==> src/rtl/lw_pkg.sv <==
package lw_pkg;

  // State of the per-cycle edge-spacing measurement
  typedef enum logic [1:0] {
    MS_IDLE     = 2'd0,
    MS_REF_LEAD = 2'd1,
    MS_FB_LEAD  = 2'd2
  } meas_state_e;

  // A finished comparison counts toward entering lock
  function automatic logic pair_good(input int unsigned err,
                                     input logic        late,
                                     input int unsigned narrow);
    return !late && (err < narrow);
  endfunction

  // A finished comparison is enough to leave lock
  function automatic logic pair_drop(input int unsigned err,
                                     input logic        late,
                                     input int unsigned wide);
    return late || (err > wide);
  endfunction

endpackage

==> src/rtl/lw_edge_meter.sv <==
module lw_edge_meter
  import lw_pkg::*;
#(
  parameter int unsigned CNT_W = 4
) (
  input  logic             clk,
  input  logic             rst_n,
  input  logic             en_i,
  input  logic             ref_i,
  input  logic             fb_i,
  output logic             pair_done_o,
  output logic [CNT_W-1:0] pair_err_o,
  output logic             pair_late_o
);

  localparam logic [CNT_W-1:0] CNT_ONE = CNT_W'(1);
  localparam logic [CNT_W-1:0] CNT_MAX = '1;

  logic             ref_q, fb_q;
  logic             ref_rise, fb_rise;
  meas_state_e      st_q;
  logic [CNT_W-1:0] cnt_q;
  logic [CNT_W-1:0] cnt_inc;

  assign ref_rise = ref_i & ~ref_q;
  assign fb_rise  = fb_i & ~fb_q;
  assign cnt_inc  = (cnt_q == CNT_MAX) ? cnt_q : cnt_q + CNT_ONE;

  always_ff @(posedge clk) begin
    if (!rst_n) begin
      ref_q <= 1'b0;
      fb_q  <= 1'b0;
    end else begin
      ref_q <= ref_i;
      fb_q  <= fb_i;
    end
  end

  always_ff @(posedge clk) begin
    if (!rst_n) begin
      st_q        <= MS_IDLE;
      cnt_q       <= '0;
      pair_done_o <= 1'b0;
      pair_err_o  <= '0;
      pair_late_o <= 1'b0;
    end else if (!en_i) begin
      st_q        <= MS_IDLE;
      cnt_q       <= '0;
      pair_done_o <= 1'b0;
      pair_late_o <= 1'b0;
    end else begin
      pair_done_o <= 1'b0;
      pair_late_o <= 1'b0;
      unique case (st_q)
        MS_IDLE: begin
          if (ref_rise && fb_rise) begin
            pair_done_o <= 1'b1;
            pair_err_o  <= '0;
          end else if (ref_rise) begin
            st_q  <= MS_REF_LEAD;
            cnt_q <= CNT_ONE;
          end else if (fb_rise) begin
            st_q  <= MS_FB_LEAD;
            cnt_q <= CNT_ONE;
          end
        end
        MS_REF_LEAD: begin
          if (fb_rise) begin
            pair_done_o <= 1'b1;
            pair_err_o  <= cnt_q;
            if (ref_rise) cnt_q <= CNT_ONE;
            else          st_q  <= MS_IDLE;
          end else if (ref_rise) begin
            // next reference came first: feedback is missing
            pair_done_o <= 1'b1;
            pair_late_o <= 1'b1;
            pair_err_o  <= cnt_q;
            cnt_q       <= CNT_ONE;
          end else begin
            cnt_q <= cnt_inc;
          end
        end
        MS_FB_LEAD: begin
          if (ref_rise) begin
            pair_done_o <= 1'b1;
            pair_err_o  <= cnt_q;
            st_q        <= MS_IDLE;
          end else begin
            cnt_q <= cnt_inc;
          end
        end
        default: st_q <= MS_IDLE;
      endcase
    end
  end

endmodule

==> src/rtl/lw_lock_filter.sv <==
module lw_lock_filter
  import lw_pkg::*;
#(
  parameter int unsigned NARROW_CYC = 4,
  parameter int unsigned WIDE_CYC   = 8,
  parameter int unsigned GOOD_RUN   = 4,
  parameter int unsigned CNT_W      = 4,
  parameter int unsigned RUN_W      = 3
) (
  input  logic             clk,
  input  logic             rst_n,
  input  logic             en_i,
  input  logic             done_i,
  input  logic [CNT_W-1:0] err_i,
  input  logic             late_i,
  output logic             lock_o,
  output logic [RUN_W-1:0] run_o
);

  localparam logic [RUN_W-1:0] LAST_RUN = RUN_W'(GOOD_RUN - 1);
  localparam logic [RUN_W-1:0] RUN_ONE  = RUN_W'(1);

  logic good_w, drop_w;

  assign good_w = pair_good(32'(err_i), late_i, NARROW_CYC);
  assign drop_w = pair_drop(32'(err_i), late_i, WIDE_CYC);

  always_ff @(posedge clk) begin
    if (!rst_n || !en_i) begin
      lock_o <= 1'b0;
      run_o  <= '0;
    end else if (done_i) begin
      if (!lock_o) begin
        if (good_w) begin
          if (run_o == LAST_RUN) begin
            lock_o <= 1'b1;
            run_o  <= '0;
          end else begin
            run_o <= run_o + RUN_ONE;
          end
        end else begin
          run_o <= '0;
        end
      end else if (drop_w) begin
        lock_o <= 1'b0;
        run_o  <= '0;
      end
    end
  end

endmodule

==> src/rtl/pll_lock_watch.sv <==
module pll_lock_watch
  import lw_pkg::*;
#(
  parameter int unsigned NUM_LOOPS  = 2,
  parameter int unsigned NARROW_CYC = 4,
  parameter int unsigned WIDE_CYC   = 2 * NARROW_CYC,
  parameter int unsigned GOOD_RUN   = 4
) (
  input  logic                 clk,
  input  logic                 rst_n,
  input  logic [NUM_LOOPS-1:0] loop_en_i,
  input  logic [NUM_LOOPS-1:0] ref_pulse_i,
  input  logic [NUM_LOOPS-1:0] fb_pulse_i,
  output logic [NUM_LOOPS-1:0] loop_lock_o,
  output logic                 all_lock_o
);

  localparam int unsigned CNT_W = $clog2(WIDE_CYC + 2);
  localparam int unsigned RUN_W = (GOOD_RUN < 2) ? 1 : $clog2(GOOD_RUN);

  // Named internal events, observed by the bound checker
  logic [NUM_LOOPS-1:0]            meas_done_w;
  logic [NUM_LOOPS-1:0]            meas_late_w;
  logic [NUM_LOOPS-1:0][CNT_W-1:0] meas_err_w;
  logic [NUM_LOOPS-1:0][RUN_W-1:0] run_w;
  logic [NUM_LOOPS-1:0]            lock_w;

  for (genvar g = 0; g < NUM_LOOPS; g++) begin : g_loop
    lw_edge_meter #(.CNT_W(CNT_W)) meter_i (
      .clk         (clk),
      .rst_n       (rst_n),
      .en_i        (loop_en_i[g]),
      .ref_i       (ref_pulse_i[g]),
      .fb_i        (fb_pulse_i[g]),
      .pair_done_o (meas_done_w[g]),
      .pair_err_o  (meas_err_w[g]),
      .pair_late_o (meas_late_w[g])
    );

    lw_lock_filter #(
      .NARROW_CYC (NARROW_CYC),
      .WIDE_CYC   (WIDE_CYC),
      .GOOD_RUN   (GOOD_RUN),
      .CNT_W      (CNT_W),
      .RUN_W      (RUN_W)
    ) filter_i (
      .clk    (clk),
      .rst_n  (rst_n),
      .en_i   (loop_en_i[g]),
      .done_i (meas_done_w[g]),
      .err_i  (meas_err_w[g]),
      .late_i (meas_late_w[g]),
      .lock_o (lock_w[g]),
      .run_o  (run_w[g])
    );
  end

  assign loop_lock_o = lock_w;
  assign all_lock_o  = &lock_w;

endmodule

==> config.mk <==
export PLATFORM = sky130hd
export DESIGN_NAME = pll_lock_watch
export DESIGN_NICKNAME = d
export VERILOG_FILES = /design/src/rtl/lw_pkg.sv /design/src/rtl/lw_edge_meter.sv /design/src/rtl/lw_lock_filter.sv /design/src/rtl/pll_lock_watch.sv
export SDC_FILE = /design/constraint.sdc
export NUM_CORES = 1
export LEC_CHECK = 0
export BUFFER_PORTS_ARGS = -buffer_cell sky130_fd_sc_hd__buf_2
export CAP_MARGIN = 20
export CORE_MARGIN = 1
export CORE_UTILIZATION = 40
export DETAILED_ROUTE_END_ITERATION = 16
export GPL_TIMING_DRIVEN = 0
export PLACE_DENSITY = 0.59
export SYNTH_ARGS = -nofsm -noshare
export SYNTH_HDL_FRONTEND = slang
export SYNTH_SLANG_ARGS = --single-unit
==> constraint.sdc <==
create_clock -name clk -period 2.9 [get_ports clk]
set_input_delay 0.29 -clock clk [delete_from_list [all_inputs] [get_ports clk]]
set_output_delay 0.29 -clock clk [all_outputs]
set_load 0.01 [all_outputs]
==> results.json, run 1 <==
{
  "areaGrowthSynthToFinish_pct": 13.1,
  "ys_types": 45,
  "gp_congestion": 0.803,
  "yosysMostFrequentCell": "dfxtp_1",
  "clock_skew_ns": 0.00463,
  "synth_top_area_share_pct": 36.1,
  "post_drt_via_cell_ratio": 5.60,
  "status": "finished with violations",
  "period_share_pct": 68.9,
  "worst_ep_arrival_time_ns": 2.23,
  "core_area_um2": 4440,
  "rows": 24,
  "die_w_um": 70.6,
  "p_comb_share_pct": 11.7,
  "yosysSeqAreaShare_pct": 36.1,
  "final_layout_size_suffix_gt1_share_pct": 13.4,
  "crit_required_ns": 3.13,
  "drc_errors": 2,
  "min_period_ns": 2.00,
  "power.density_nw_per_um2": 540,
  "grt_max_degree": 13,
  "clk_pin_slew_worst_paths_ns": 0.08,
  "maxCapViolations": 0,
  "cts_root_buf": "clkbuf_8",
  "postRouteAntennaNets": 0,
  "cp-end-kind": "flop",
  "intPower_uw": 876,
  "tritoncts": "done",
  "fillers": 457,
  "cts_made_buffers": 5,
  "die_area_um2": 4990,
  "ioPinCount": 11,
  "ys_top_cells_by_count": "dfxtp_1, nand2_1, o21ai_0",
  "first_global_vias": 1432,
  "ys_top_cells_by_area": "dfxtp_1, ha_1, o21ai_0",
  "postCtsSetupRepairBufs": 0,
  "clkPwrFrac_pct": 46.2,
  "failed_checks": "DRC",
  "timing.fmax_ghz": 0.501,
  "p_sw_share_pct": 23.9,
  "cts_resized": 0,
  "antenna_found_initial": 0,
  "synth_largest_area_cell": "dfxtp_1",
  "startpoint_type": "flop",
  "portBuffers": 9,
  "cts.sinks": 34,
  "stdcell_count": 291,
  "initial_core_util_pct": 42.4,
  "multi_input_area_um2": 1120,
  "vias": 1629,
  "ctsHoldBuffers": 0,
  "p_leak_nw": 0.796,
  "p_seq_share_pct": 42.1,
  "worstMarginPinSlew_ns": 0.762,
  "synth-async-reset-ratio_pct": 0,
  "drt_wl_total_um": 3760,
  "synth_edf_count": 0,
  "tns_ns": 0,
  "netSwitchingPower_uw": 276,
  "rsz0062_at_grt": "no",
  "clock_tree.htree_level_count": 2,
  "avgSynthCellArea_um2": 8.49,
  "final_cell_area_um2": 2130,
  "dp_hpwl_um": 2650,
  "final_hold_viol_count": 0,
  "hold_ws_ns": 0.231,
  "overflow": 0,
  "nets": 258,
  "dr.first_iter.drc_count": 118,
  "path_max_fanout": 9,
  "yosys_warnings": 0,
  "ys_seq_elements": 34,
  "min-delay-path-class": "in2reg",
  "vdd_drop_max_v": 0.000250,
  "synth_nets": 242,
  "clk_latency_ns": 0.29,
  "wl_per_cell_um": 12.9,
  "dp.cells": 283,
  "place_area_um2": 1990,
  "cts.path.max_buffers": 2,
  "synthFlopType": "dfxtp_1",
  "slew_headroom_pct": 48.5,
  "antenna_cells": 0,
  "setup_violations": 0,
  "crit_type": "reg2reg",
  "syn_inst": 222,
  "grt_pass1_wl_um": 6560,
  "grt.total_usage_pct": 16.6,
  "regArea_um2": 681,
  "final_util_pct": 48.0,
  "dr.pass1.iters": 10,
  "synthesis.area_um2": 1880,
  "final_max_slew_viol_count": 0,
  "die_h_um": 70.6
}
[critical path, cell delays in order, from the launching register on]
cell	delay, ns
dfxtp_1	0.33
inv_1	0.10
ha_1	0.14
clkbuf_1	0.36
a21oi_1	0.15
o41ai_1	0.65
a22o_1	0.22
[layout make-up]
type	count	area share (%)
multi-input combinational	172	52.7
clock buffer	5	3.23
tap	52	3.05
timing repair buffer	9	2.11
sequential	34	31.9
inverter	5	0.880
clock inverter	3	3.23
buffer	11	2.88
[power groups by stage]
stage,clock [mW],combinational [mW],sequential [mW]
after global routing,0.563,0.151,0.487
final,0.532,0.135,0.485
after global placement,0,0.134,0.496
after detailed placement,0,0.133,0.496
after floorplan,0,0.105,0.494
after CTS,0.540,0.134,0.485
[final timing paths]
check | startpoint | end | slack (ns) | cells past startpoint
max | g_loop[1].meter_i.st_q[1] | g_loop[1].meter_i.pair_err_o[2] | 0.90 | 6
min | fb_pulse_i[0] | g_loop[0].meter_i.fb_q | 0.23 | 2
max reg2reg | g_loop[1].meter_i.st_q[1] | g_loop[1].meter_i.pair_err_o[2] | 0.90 | 6
min reg2reg | g_loop[0].filter_i.run_o[1] | g_loop[0].filter_i.run_o[1] | 0.46 | 2
[sequential cells by signal, summed over array words and instances, names as in the netlist]
name	flops
g_loop.meter_i.cnt_q	8
g_loop.meter_i.pair_err_o	8
g_loop.filter_i.run_o	4
g_loop.meter_i.st_q	4
g_loop.filter_i.lock_o	2
g_loop.meter_i.fb_q	2
g_loop.meter_i.pair_done_o	2
g_loop.meter_i.pair_late_o	2
g_loop.meter_i.ref_q	2
[metal layers]
layer  GRT usage (%)  share of wire, %  wire [um]
met1            22.6                53       1990
met2            25.7                42       1600
met3            3.42               2.9        109
met4            7.33               1.6         62
met5               0                 0          0
[cell families after synthesis]
group | count (synthesis) | share of synthesized area (%)
adders and majority gates | 12 | 7.97
and+or+nand+nor | 85 | 23.4
xor gates and xnor gates | 2 | 1.33
AOI/OAI and AO/OA | 70 | 25.2
buffers and inverters | 16 | 4.25
muxes | 3 | 1.73
DFF | 34 | 36.1
[layout by cell type, fill, tap and decap left out, types with 6 or more instances in the layout]
cell type,instances
dfxtp_1,34
nand2_1,24
o21ai_0,19
a21oi_1,16
buf_2,13
nor2_1,13
ha_1,12
nand3_1,9
a22o_1,8
and2_1,7
nand2b_1,7
nand4_1,7
a31oi_1,6
[through the flow]
step	setup slack, ns	power [mW]
2_1_floorplan	1.24	0.600
6_report	0.902	1.15
5_1_grt	0.673	1.20
4_1_cts	0.940	1.16
3_5_place_dp	0.986	0.630
3_3_place_gp	1.01	0.630
Power figures use the tool's default switching activity.
==> run 2: changes to the inputs <==
==> constraint.sdc (replaced) <==
create_clock -name clk -period 1.9 [get_ports clk]
set_input_delay 0.19 -clock clk [delete_from_list [all_inputs] [get_ports clk]]
set_output_delay 0.19 -clock clk [all_outputs]
set_load 0.01 [all_outputs]
==> run 2 against run 1 <==
The run still ends with DRC left; combinational power up 57%; via count fell by 0.25%; die area unchanged; final cell count down 0.34%; setup slack worse by 0.80 ns; sequential power rose by 53%; design area up 0.88%; first-iteration DRC count down 14%; register-to-register slack lost 0.80 ns; power grew 53%; fmax rose by 11%; critical path type unchanged; critical endpoint is now g_loop[1].meter_i.st_q[0]; highest routed layer unchanged.
==> results.json, run 2 (synthesis gave the netlist of run 1 again) <==
{
  "tritoncts": "done",
  "cts_root_buf": "clkbuf_8",
  "crit_type": "reg2reg",
  "regArea_um2": 681,
  "vias": 1625,
  "die_w_um": 70.6,
  "rows": 24,
  "timing.fmax_ghz": 0.557,
  "status": "finished with violations",
  "min-delay-path-class": "in2reg",
  "tns_ns": 0,
  "first_global_vias": 1422,
  "initial_core_util_pct": 42.4,
  "cts_made_buffers": 5,
  "dr.first_iter.drc_count": 102,
  "path_max_fanout": 8,
  "cts.sinks": 34,
  "grt_pass1_wl_um": 6510,
  "fillers": 456,
  "slew_headroom_pct": 66.7,
  "rsz0062_at_grt": "no",
  "hold_ws_ns": 0.136,
  "overflow": 0,
  "min_period_ns": 1.79,
  "post_drt_via_cell_ratio": 5.60,
  "portBuffers": 9,
  "core_area_um2": 4440,
  "p_leak_nw": 0.800,
  "die_area_um2": 4990,
  "setup_violations": 0,
  "clk_pin_slew_worst_paths_ns": 0.08,
  "final_layout_size_suffix_gt1_share_pct": 15.1,
  "antenna_found_initial": 0,
  "clock_skew_ns": 0.00360,
  "nets": 257,
  "wl_per_cell_um": 12.9,
  "drc_errors": 2,
  "reg.largest.list": "g_loop.meter_i.cnt_q x8, g_loop.meter_i.pair_err_o x8",
  "ctsHoldBuffers": 0,
  "drt_wl_total_um": 3750,
  "final_hold_viol_count": 0,
  "final_max_slew_viol_count": 0,
  "clock_tree.htree_level_count": 2,
  "antenna_cells": 0,
  "postCtsSetupRepairBufs": 0,
  "clk_latency_ns": 0.28,
  "failed_checks": "DRC",
  "ioPinCount": 11,
  "cp-end-kind": "flop",
  "die_h_um": 70.6,
  "period_share_pct": 94.4,
  "crit_required_ns": 2.12,
  "grt.total_usage_pct": 16.6,
  "worstMarginPinSlew_ns": 0.500,
  "dp_hpwl_um": 2650,
  "startpoint_type": "flop",
  "areaGrowthSynthToFinish_pct": 14.1,
  "mostFrequentLayoutCells": "dfxtp_1, nand2_1, o21ai_0, a21oi_1",
  "final_common_cell": "dfxtp_1",
  "vdd_drop_max_v": 0.000383,
  "cts.path.max_buffers": 2,
  "postRouteAntennaNets": 0,
  "dr.pass1.iters": 10,
  "maxCapViolations": 0,
  "worst_ep_arrival_time_ns": 2.02,
  "multi_input_area_um2": 1150,
  "power.density_nw_per_um2": 818,
  "grt_max_degree": 13,
  "gp_congestion": 0.803
}
run 2: routing by layer:
metal	track usage [%]	vias to the layer above	share of wire [%]	wire [um]
met2	25.7	35	43	1630
met3	3.42	2	4.3	160
met5	0	-	0	0
met1	22.4	744	51	1930
li1	-	844	-	-
met4	7.33	0	0.77	29
run 2: area by class of cell:
cell class	instances	area share, %
Inverter	5	0.873
Buffer	10	2.68
Clock buffer	5	3.20
Sequential cell	34	31.6
Tap cell	52	3.03
Timing Repair Buffer	9	2.09
Clock inverter	3	3.20
Multi-Input combinational cell	172	53.3
run 2: final timing paths:
check / startpoint / end / slack (ns) / depth (start not counted)
max: g_loop[1].meter_i.st_q[0] / g_loop[1].meter_i.st_q[0] / 0.11 / 6
min reg2reg: g_loop[0].filter_i.run_o[1] / g_loop[0].filter_i.run_o[1] / 0.46 / 2
max reg2reg: g_loop[1].meter_i.st_q[0] / g_loop[1].meter_i.st_q[0] / 0.11 / 6
min: fb_pulse_i[1] / g_loop[1].meter_i.fb_q / 0.14 / 2
run 2: repair_timing:
item	in CTS	in global routing
resized for setup	2	5
hold endpoints to repair	0	0
setup endpoints to repair	8	15
run 2: where the power goes:
part / total (mW) / leakage [nW] / switching (mW) / internal, mW
registers: 0.740 / 0.276 / 0.0137 / 0.727
logic: 0.212 / 0.456 / 0.125 / 0.0879
clock network: 0.807 / 0.0683 / 0.281 / 0.526
run 2: metrics by stage:
| stage | total power [mW] | std cells | cell area, um^2 | util, % | worst slack [ns] |
|---|---|---|---|---|---|
| finish | 1.76 | 290 | 2150 | 48.4 | 0.106 |
| global route | 1.84 | 290 | 2150 | 48.4 | 0.0120 |
| CTS | 1.77 | 291 | 2140 | 48.1 | 0.0313 |
| detailed placement | 0.961 | 283 | 1990 | 44.9 | -0.0138 |
| global placement | 0.961 | 283 | 1990 | 44.9 | 0.00918 |
| floorplan | 0.915 | 222 | 1880 | - | 0.243 |
run 2: worst max-delay path: stages (launching register included):
cell and delay, ns:
dfxtp_1 0.36, inv_1 0.08, ha_1 0.33, and2_1 0.23, o32ai_2 0.29, mux2_2 0.37, nor2_1 0.08
==> run 3: changes to the inputs <==
--- a/config.mk
+++ b/config.mk
@@ -8,10 +8,10 @@
 export BUFFER_PORTS_ARGS = -buffer_cell sky130_fd_sc_hd__buf_2
 export CAP_MARGIN = 20
 export CORE_MARGIN = 1
-export CORE_UTILIZATION = 40
+export CORE_UTILIZATION = 30
 export DETAILED_ROUTE_END_ITERATION = 16
 export GPL_TIMING_DRIVEN = 0
-export PLACE_DENSITY = 0.59
+export PLACE_DENSITY = 0.48
 export SYNTH_ARGS = -nofsm -noshare
 export SYNTH_HDL_FRONTEND = slang
 export SYNTH_SLANG_ARGS = --single-unit
==> run 3 against run 2 <==
The flow now finishes without violations; clock skew rose by 0.0016 ns; flip-flop and latch count did not move; sequential share of layout area rose by 0.092 points; fmax rose by 2.0%; clock-buffer cell count rose by 2; via count rose by 0.80%; die area rose by 32%.
==> results.json, run 3 (synthesis gave the netlist of run 1 again) <==
{
  "maxCapViolations": 0,
  "final_common_cell": "dfxtp_1",
  "portBuffers": 9,
  "die_area_um2": 6600,
  "use_met3_pct": 3.37,
  "vias": 1638,
  "overflow": 0,
  "period_share_pct": 92.5,
  "die_h_um": 81.3,
  "nets": 259,
  "final_hold_viol_count": 0,
  "grt_pass1_wl_um": 6900,
  "r2r_slack_ns": 0.14,
  "drt_wl_total_um": 3960,
  "dp_hpwl_um": 2800,
  "dr.pass1.iters": 4,
  "wl_per_cell_um": 12.6,
  "final_max_slew_viol_count": 0,
  "dr.first_iter.drc_count": 99,
  "cts_root_buf": "clkbuf_8",
  "antenna_found_initial": 0,
  "min-delay-path-class": "in2reg",
  "clock_tree.htree_level_count": 2,
  "post_drt_via_cell_ratio": 5.20,
  "rows": 28,
  "antenna_cells": 0,
  "cts.sinks": 34,
  "final_util_pct": 35.8,
  "met1_usage_pct": 19.4,
  "final_layout_size_suffix_gt1_share_pct": 15.0,
  "cts.path.max_buffers": 2,
  "ioPinCount": 11,
  "worst_ep_arrival_time_ns": 1.98,
  "rsz0062_at_grt": "no",
  "first_global_vias": 1468,
  "startpoint_type": "flop",
  "cts_made_buffers": 5,
  "met2_usage_pct": 19.7,
  "crit_type": "reg2reg",
  "gp_congestion": 0.766,
  "slew_headroom_pct": 64.4,
  "drc_errors": 0,
  "path_max_fanout": 8,
  "mostFrequentLayoutCells": "dfxtp_1, nand2_1, o21ai_0, a21oi_1",
  "worstMarginPinSlew_ns": 0.533,
  "clk_latency_ns": 0.28,
  "power.density_nw_per_um2": 709,
  "die_w_um": 81.3,
  "postRouteAntennaNets": 0,
  "globalRoute.busiestLayer": "met2",
  "p_leak_nw": 0.790,
  "clock_skew_ns": 0.00518,
  "initial_core_util_pct": 31.5,
  "reg.largest.list": "g_loop.meter_i.cnt_q x8, g_loop.meter_i.pair_err_o x8",
  "clk_pin_slew_worst_paths_ns": 0.07,
  "tns_ns": 0,
  "grt_max_degree": 11,
  "core_area_um2": 5990,
  "setup_violations": 0,
  "ctsHoldBuffers": 0,
  "grt.total_usage_pct": 13.6,
  "timing.fmax_ghz": 0.569,
  "hold_ws_ns": 0.136,
  "crit_required_ns": 2.12,
  "min_period_ns": 1.76,
  "status": "complete, no violations",
  "tritoncts": "done",
  "cp-end-kind": "flop",
  "areaGrowthSynthToFinish_pct": 13.8,
  "vdd_drop_max_v": 0.000271
}
## run 3: cell count changes in the layout (fill, tap and decap cells not counted)
cell / previous run / this run
ha_2: 1 / 0
ha_1: 11 / 12
clkbuf_1: 3 / 4
clkinv_2: 0 / 1
clkbuf_8: 5 / 6
nor3b_2: 1 / 0
bufinv_16: 2 / 0
nor3b_1: 0 / 1
a21boi_2: 0 / 1
clkinv_4: 1 / 0
buf_4: 2 / 4
a21boi_1: 1 / 0
## run 3: final timing paths
check / depth (start not counted) / end / start
worst max-delay path: 6 / g_loop[1].meter_i.st_q[0] / g_loop[1].meter_i.st_q[0]
worst min-delay path: 2 / g_loop[1].meter_i.ref_q / ref_pulse_i[1]
worst max register to register: 6 / g_loop[1].meter_i.st_q[0] / g_loop[1].meter_i.st_q[0]
worst min register to register: 2 / g_loop[1].filter_i.run_o[1] / g_loop[1].filter_i.run_o[1]
## run 3: where the power goes
group          switching (mW)  leakage (nW)  total [mW]  internal (mW)
clock network           0.263        0.0482       0.555          0.292
registers              0.0140         0.276       0.741          0.727
logic                   0.128         0.466       0.225         0.0968
total                   0.405         0.790        1.52           1.12
## run 3: timing repair
action / in CTS / in global routing
buffers inserted: 0 / 2
pin swaps: 0 / 1
setup endpoints to repair: 8 / 11
resized for setup: 2 / 4
## run 3: final cells by class
| class | instances | area [um^2] |
|---|---|---|
| fillers | 615 | 3850 |
| flip-flops and latches | 34 | 681 |
| plain buffers | 10 | 57.6 |
| inverters | 5 | 18.8 |
| clock buffers | 7 | 86.3 |
| well taps | 75 | 93.8 |
| clock inverters | 1 | 5.00 |
| multi-input cells | 172 | 1140 |
| repair buffers | 11 | 60.1 |
## run 3: per-layer routing
metal  share of wire [%]  up-vias  wire (um)
li1                    -      854          -
met1                  54      743       2130
met2                  41       39       1640
met3                 4.1        2        164
met4                0.78        0         31
met5                   0        -          0
## run 3: per-stage QoR
stage | instance area (um^2) | instances | setup WS [ns] | power, mW
final | 2140 | 315 | 0.142 | 1.52
after global routing | 2140 | 315 | 0.0143 | 1.61
after CTS | 2120 | 314 | 0.0524 | 1.53
after detailed placement | 2020 | 306 | -0.0659 | 0.964
after global placement | 2020 | 306 | -0.116 | 0.966
after floorplan | 1880 | 222 | 0.243 | 0.915
## run 3: critical path: stages, from the launching register on
cell and delay (ns):
dfxtp_1 0.36, inv_1 0.08, ha_1 0.33, and2_1 0.23, o32ai_2 0.26, mux2_2 0.37, nor2_1 0.08
